File: src/rtl/inv_duty_pkg.sv
package inv_duty_pkg;
  localparam int unsigned PIPE_LAT = 3;

  typedef enum logic [1:0] {
    CLP_NONE = 2'd0,
    CLP_LOW  = 2'd1,
    CLP_HIGH = 2'd2
  } clamp_e;
endpackage

File: src/rtl/rnd_mul.sv
module rnd_mul #(
  parameter int AW = 16,
  parameter int BW = 16,
  parameter int SH = 8,
  parameter int OW = AW + BW + 1 - SH
) (
  input  logic signed [AW-1:0] a_i,
  input  logic signed [BW-1:0] b_i,
  output logic signed [OW-1:0] p_o
);
  localparam int FW = AW + BW + 1;
  localparam logic signed [FW-1:0] HALF_LSB = FW'(1) <<< (SH - 1);

  logic signed [FW-1:0] ax, bx, full, rnd;

  assign ax   = {{(BW + 1){a_i[AW-1]}}, a_i};
  assign bx   = {{(AW + 1){b_i[BW-1]}}, b_i};
  assign full = ax * bx;
  assign rnd  = full + HALF_LSB;
  assign p_o  = rnd[FW-1:SH];
endmodule

File: src/rtl/duty_clamp.sv
module duty_clamp
  import inv_duty_pkg::*;
#(
  parameter int IW  = 33,
  parameter int DTW = 12
) (
  input  logic signed [IW-1:0]  val_i,
  output logic        [DTW-1:0] duty_o,
  output clamp_e                kind_o
);
  localparam logic signed [IW-1:0] MAXV = (IW'(1) <<< DTW) - IW'(1);

  always_comb begin
    if (val_i < 0) begin
      duty_o = '0;
      kind_o = CLP_LOW;
    end else if (val_i > MAXV) begin
      duty_o = '1;
      kind_o = CLP_HIGH;
    end else begin
      duty_o = val_i[DTW-1:0];
      kind_o = CLP_NONE;
    end
  end
endmodule

File: src/rtl/inv_duty_ctl.sv
module inv_duty_ctl
  import inv_duty_pkg::*;
#(
  parameter int DW  = 16,
  parameter int SF  = 4,
  parameter int GW  = 16,
  parameter int GF  = 8,
  parameter int HW  = 16,
  parameter int HF  = 20,
  parameter int DTW = 12
) (
  input  logic              clk_i,
  input  logic              rst_ni,
  input  logic              sample_i,
  input  logic [DW-1:0]     v_cap_i,
  input  logic [DW-1:0]     i_ind_i,
  input  logic [DW-1:0]     v_ref_i,
  input  logic [DW-1:0]     i_ref_i,
  input  logic [GW-1:0]     kc_i,
  input  logic [GW-1:0]     kff_i,
  input  logic [HW-1:0]     hinv_i,
  output logic [DW:0]       v_err_o,
  output logic [DTW-1:0]    duty_o,
  output logic              sat_o,
  output logic              duty_valid_o
);
  localparam int EW  = DW + 1;
  localparam int OW1 = EW + GW + 1 - GF;
  localparam int OW2 = DW + GW + 1 - GF;
  localparam int UW  = OW1 + 1;
  localparam int SH  = SF + HF - DTW;
  localparam int OW3 = UW + HW + 1 - SH;
  localparam logic [DTW-1:0] MID = DTW'(1) << (DTW - 1);
  localparam logic signed [OW3:0] MID_S = (OW3 + 1)'(1) <<< (DTW - 1);

  // stage 1: capture
  logic signed [EW-1:0] err_q, verr_q;
  logic signed [DW-1:0] vref_q;
  logic signed [GW-1:0] kc_q, kff_q;
  logic signed [HW-1:0] hinv_q, hinv2_q;
  logic                 v1_q, v2_q;
  logic signed [EW-1:0] err_d, verr_d;

  assign err_d  = {i_ref_i[DW-1], i_ref_i} - {i_ind_i[DW-1], i_ind_i};
  assign verr_d = {v_ref_i[DW-1], v_ref_i} - {v_cap_i[DW-1], v_cap_i};

  always_ff @(posedge clk_i or negedge rst_ni) begin
    if (!rst_ni) begin
      err_q  <= '0;
      verr_q <= '0;
      vref_q <= '0;
      kc_q   <= '0;
      kff_q  <= '0;
      hinv_q <= '0;
      v1_q   <= 1'b0;
    end else begin
      v1_q <= sample_i;
      if (sample_i) begin
        err_q  <= err_d;
        verr_q <= verr_d;
        vref_q <= v_ref_i;
        kc_q   <= kc_i;
        kff_q  <= kff_i;
        hinv_q <= hinv_i;
      end
    end
  end

  // stage 2: gain products
  logic signed [OW1-1:0] pc_d, pc_q;
  logic signed [OW2-1:0] pf_d, pf_q;

  rnd_mul #(.AW(EW), .BW(GW), .SH(GF)) u_mul_kc (
    .a_i(err_q), .b_i(kc_q), .p_o(pc_d)
  );

  rnd_mul #(.AW(DW), .BW(GW), .SH(GF)) u_mul_kff (
    .a_i(vref_q), .b_i(kff_q), .p_o(pf_d)
  );

  always_ff @(posedge clk_i or negedge rst_ni) begin
    if (!rst_ni) begin
      pc_q    <= '0;
      pf_q    <= '0;
      hinv2_q <= '0;
      v2_q    <= 1'b0;
    end else begin
      v2_q <= v1_q;
      if (v1_q) begin
        pc_q    <= pc_d;
        pf_q    <= pf_d;
        hinv2_q <= hinv_q;
      end
    end
  end

  // stage 3: scale by 1/(2Vdc), offset to mid-scale, clamp
  logic signed [UW-1:0]  usum;
  logic signed [OW3-1:0] q_d;
  logic signed [OW3:0]   dsum;
  logic [DTW-1:0]        duty_c;
  clamp_e                kind_c;

  assign usum = {{(UW - OW1){pc_q[OW1-1]}}, pc_q} + {{(UW - OW2){pf_q[OW2-1]}}, pf_q};

  rnd_mul #(.AW(UW), .BW(HW), .SH(SH)) u_mul_hinv (
    .a_i(usum), .b_i(hinv2_q), .p_o(q_d)
  );

  assign dsum = {q_d[OW3-1], q_d} + MID_S;

  duty_clamp #(.IW(OW3 + 1), .DTW(DTW)) u_clamp (
    .val_i(dsum), .duty_o(duty_c), .kind_o(kind_c)
  );

  logic [DTW-1:0] pend_q, duty_q;
  logic           pend_sat_q, sat_q, valid_q;

  always_ff @(posedge clk_i or negedge rst_ni) begin
    if (!rst_ni) begin
      pend_q     <= MID;
      pend_sat_q <= 1'b0;
      valid_q    <= 1'b0;
    end else begin
      valid_q <= v2_q;
      if (v2_q) begin
        pend_q     <= duty_c;
        pend_sat_q <= (kind_c != CLP_NONE);
      end
    end
  end

  // one-sample update delay: result is applied at the next strobe
  always_ff @(posedge clk_i or negedge rst_ni) begin
    if (!rst_ni) begin
      duty_q <= MID;
      sat_q  <= 1'b0;
    end else if (sample_i) begin
      duty_q <= pend_q;
      sat_q  <= pend_sat_q;
    end
  end

  assign v_err_o      = verr_q;
  assign duty_o       = duty_q;
  assign sat_o        = sat_q;
  assign duty_valid_o = valid_q;


  valid_lat_chk: assert property (@(posedge clk_i) disable iff (!rst_ni)
    sample_i |-> ##3 duty_valid_o);


  valid_src_chk: assert property (@(posedge clk_i) disable iff (!rst_ni)
    duty_valid_o |-> $past(sample_i, 3));


  hold_chk: assert property (@(posedge clk_i) disable iff (!rst_ni)
    !sample_i |=> $stable(duty_o) && $stable(sat_o) && $stable(v_err_o));


  sat_edge_chk: assert property (@(posedge clk_i) disable iff (!rst_ni)
    sat_o |-> (duty_o == '0 || duty_o == '1));
endmodule

File: config.mk
export PLATFORM = sky130hd
export DESIGN_NAME = inv_duty_ctl
export DESIGN_NICKNAME = d
export VERILOG_FILES = /design/src/rtl/inv_duty_pkg.sv /design/src/rtl/rnd_mul.sv /design/src/rtl/duty_clamp.sv /design/src/rtl/inv_duty_ctl.sv
export SDC_FILE = /design/constraint.sdc
export NUM_CORES = 2
export LEC_CHECK = 0
export BUFFER_PORTS_ARGS = -buffer_cell sky130_fd_sc_hd__buf_2
export CORE_MARGIN = 3
export CORE_UTILIZATION = 38
export CTS_CLUSTER_DIAMETER = 200
export DETAILED_ROUTE_END_ITERATION = 6
export GPL_TIMING_DRIVEN = 1
export SLEW_MARGIN = 20
export SYNTH_ARGS = -nofsm -noshare
export SYNTH_HDL_FRONTEND = slang
export SYNTH_HIERARCHICAL = 1
export SYNTH_SLANG_ARGS = --single-unit
File: constraint.sdc
create_clock -name clk_i -period 9.7 [get_ports clk_i]
set_clock_uncertainty 0.05 [all_clocks]
set_input_delay 1.455 -clock clk_i [delete_from_list [all_inputs] [get_ports clk_i]]
set_output_delay 1.455 -clock clk_i [all_outputs]
set_load 0.03 [all_outputs]
==> metrics.txt <==
yosys synthesis warning count 6; type of element capturing the critical path register; outcome finished clean; clock latency of the later-clocked register in the worst-skew pair around 0.55 ns; most used cell, CP sky130_fd_sc_hd__fa_1; clock period minus final worst setup slack 9.60 ns; share of synthesized area occupied by flip-flops and latches 10.5%; mean post-synth cell area 9.39 µm²; Final Hold Viols 0; DR iter-0 viols 1716; number of flops mapped to enable cells by yosys 0; TritonCTS clock tree yes; proportion of register bits with asynchronous set or reset after synthesis 100%; Crit path max-delay family adder cells; largest net degree at the start of global routing 78; grt ovf 0; cell types with the largest area share after synthesis sky130_fd_sc_hd__fa_1 42%, sky130_fd_sc_hd__dfrtp_1 10%, sky130_fd_sc_hd__inv_1 9.6%; count of input and output buffers 145; setup violators final 0; routed wire length 114 mm; half-perimeter wire length after detailed placement approximately 94 mm; Total GRT Usage 18.8%; height of the die 355 µm; slowest library cell on the worst path sky130_fd_sc_hd__fa_1; number of nets in the layout 6532; cell accounting for the most synthesized area sky130_fd_sc_hd__fa_1; clock buffer count from CTS 17; Multi-input gate area 0.0368 mm²; peak per-stage delay on the critical path 0.57 ns; max-capacitance violation count 0; H-tree depth 4; area of the mapped netlist 0.0464 mm²; Yosys top cell area share a little over two fifths; top-level I/O count approximately 150; sequential cell area in the final layout approximately 0.0049 mm²; kind of critical path reg2reg; library cell used as clock root buffer sky130_fd_sc_hd__clkbuf_16; FILL cells roughly 12000; Cell variety after synth 95; Crit Path Max Fanout 7; via count 33200; Post-Synthesis Net Count 6344; Die Span X 355 µm; Post-Route Utilization 42.6%; std cell rows approximately 130; sort of element at the start of the critical path register; ratio of final minimum period to clock period about 100%; unrepaired setup endpoints after global routing yes; Clock Sinks 194; buffers and inverters on the worst path 8; global placement routability congestion just under 0.9; ratio of routed vias to standard cells 4.92; Seq cells post-synth 194; post-cts hold buffer count 0; fraction of final layout cells sized beyond drive strength 1 14.1%; data arrival time at the worst-slack endpoint 9.96 ns; class of the tightest hold or removal check reg2reg; max-slew headroom at the worst pin 27.5%; number of instances in the synthesized netlist just under 5000; area of the die 0.126 mm²; first-pass GRT wire length roughly 190 mm; number of nets with antenna violations after routing 0; DRC Markers 0; Starting Density 38.5%; number of optimization iterations in the first detailed-route pass 5; clock-pin slew on the worst setup and hold paths 0.08 ns; fin. max-slew vios 0; maximum clock frequency 0.104 GHz; Core Footprint 0.120 mm²; initial antenna violation count 2; transition at the pin with the smallest max-transition slack roughly 1.1 ns; Primary FF master, synth sky130_fd_sc_hd__dfrtp_1; via count of the first global-routing pass 36000; post-synthesis to final-layout area growth 10.6%; data required time of the critical path 10.06 ns; maximum buffer depth of the clock tree 2; mean routed wirelength per cell between 15 and 20 µm
## registers in the layout, summed over array words and instances (netlist names)
| register | count |
|---|---|
| duty_o | 12 |
| duty_valid_o | 1 |
| err_q | 17 |
| hinv2_q | 16 |
| hinv_q | 16 |
| kc_q | 16 |
| kff_q | 16 |
| pc_q | 26 |
| pend_q | 12 |
| pend_sat_q | 1 |
| pf_q | 25 |
| sat_o | 1 |
| v1_q | 1 |
| v2_q | 1 |
| v_err_o | 17 |
| vref_q | 16 |
## layer usage
layer  track usage (%)  routed length, µm
met1              25.6              51800
met2              32.2              55700
met3              2.38               4710
met4              4.08               1760
met5                 0                 13
## layout make-up
type,count,area share [%]
Clock inverter,12,0.286
Timing Repair Buffer,356,4.82
Clock buffer,20,0.891
Inverter,1192,8.73
Sequential cell,194,9.48
Tap cell,1612,3.93
Antenna cell,1,0.00488
Multi-Input combinational cell,3367,71.8
## worst register-to-register path, delay by kind of cell (launching register included)
family	cells	cell delay (ns)
AO/OA/AOI/OAI	13	2.67
XOR/XNOR	3	0.36
adder cells (fa/ha/maj)	8	3.59
buffers and inverters	8	0.76
flip-flops	1	0.44
multiplexers	1	0.28
AND/OR/NAND/NOR	7	1.38
## layout by cell type (no fill, tap or decap), types with 15 or more instances in the layout
cell	Yosys	routed
sky130_fd_sc_hd__nand3_1	35	34
sky130_fd_sc_hd__buf_2	4	143
sky130_fd_sc_hd__o21ai_0	62	56
sky130_fd_sc_hd__ha_1	317	302
sky130_fd_sc_hd__and2_1	414	414
sky130_fd_sc_hd__xor2_1	51	49
sky130_fd_sc_hd__o21ai_1	14	16
sky130_fd_sc_hd__and3_1	16	15
sky130_fd_sc_hd__nand2_1	568	556
sky130_fd_sc_hd__fa_1	972	968
sky130_fd_sc_hd__a211oi_1	20	19
sky130_fd_sc_hd__o21a_1	15	15
sky130_fd_sc_hd__nor2_1	137	130
sky130_fd_sc_hd__a21o_1	47	47
sky130_fd_sc_hd__nand4_1	28	28
sky130_fd_sc_hd__clkbuf_16	0	17
sky130_fd_sc_hd__a21oi_2	8	26
sky130_fd_sc_hd__inv_1	1192	1186
sky130_fd_sc_hd__dfrtp_1	192	190
sky130_fd_sc_hd__nand2b_1	24	22
sky130_fd_sc_hd__buf_4	2	194
sky130_fd_sc_hd__nor3_1	22	17
sky130_fd_sc_hd__mux2_2	173	171
sky130_fd_sc_hd__a21oi_1	133	112
sky130_fd_sc_hd__xnor2_1	108	104
sky130_fd_sc_hd__a31oi_1	22	21
## final timing paths
| path | slack [ns] | end | from | cells past startpoint |
|---|---|---|---|---|
| min | 0.44 | v_err_o[0] | v_err_o[0] | 2 |
| max | 0.10 | pend_q[9] | pf_q[6] | 40 |
| max reg2reg | 0.10 | pend_q[9] | pf_q[6] | 40 |
| min in group asynchronous | 0.78 | kff_q[11] | rst_ni | 1 |
| max in group asynchronous | 7.34 | hinv_q[1] | rst_ni | 2 |
| min reg2reg | 0.44 | v_err_o[0] | v_err_o[0] | 2 |
## metrics by stage
step	cells	hold slack, ns	TNS, ns	cell area, µm²	worst slack (ns)
4_1_cts	6732	0.441	0	50600	0.00446
2_1_floorplan	4940	0.302	0	46400	0.00749
6_report	6754	0.438	0	51300	0.104
3_5_place_dp	6695	0.421	-3.09	49800	-0.283
3_3_place_gp	6695	0.414	-1.56	49800	-0.162
5_1_grt	6753	0.463	-4.14	51300	-0.360
## repair_timing
action | CTS | global route
gates resized for setup | 20 | 111
buffers inserted | 2 | 23
gates cloned | 3 | 0
pin swaps | 28 | 60
setup endpoints to repair | 13 | 13
## cell usage after synthesis (15+ instances only)
| cell | count |
|---|---|
| sky130_fd_sc_hd__nand2b_1 | 24 |
| sky130_fd_sc_hd__nand4_1 | 28 |
| sky130_fd_sc_hd__inv_1 | 1192 |
| sky130_fd_sc_hd__nand3_1 | 35 |
| sky130_fd_sc_hd__xor2_1 | 51 |
| sky130_fd_sc_hd__nand2_1 | 568 |
| sky130_fd_sc_hd__mux2_2 | 173 |
| sky130_fd_sc_hd__xnor2_1 | 108 |
| sky130_fd_sc_hd__o21a_1 | 15 |
| sky130_fd_sc_hd__o21ai_0 | 62 |
| sky130_fd_sc_hd__fa_1 | 972 |
| sky130_fd_sc_hd__ha_1 | 317 |
| sky130_fd_sc_hd__a211oi_1 | 20 |
| sky130_fd_sc_hd__and2_1 | 414 |
| sky130_fd_sc_hd__nor2_1 | 137 |
| sky130_fd_sc_hd__clkbuf_1 | 165 |
| sky130_fd_sc_hd__and3_1 | 16 |
| sky130_fd_sc_hd__a21oi_1 | 133 |
| sky130_fd_sc_hd__a21o_1 | 47 |
| sky130_fd_sc_hd__nor3_1 | 22 |
| sky130_fd_sc_hd__dfrtp_1 | 192 |
| sky130_fd_sc_hd__a31oi_1 | 22 |
## cell families (layout without fill, tap and decap cells)
family                     after synthesis  count (layout)  share of synthesized area [%]
xor gates and xnor gates               160             160                           3.05
AOI/OAI and AO/OA                      435             435                           6.45
buffers and inverters                 1381            1580                           11.4
and+or+nand+nor                       1308            1310                           13.9
adders and majority gates             1289            1289                           50.5
DFF                                    194             194                           10.5
other                                    0               1                              0
muxes                                  173             173                           4.20
Power is not shown: default switching activity piles up to over one toggle a cycle in this logic, so the estimate is an artifact.
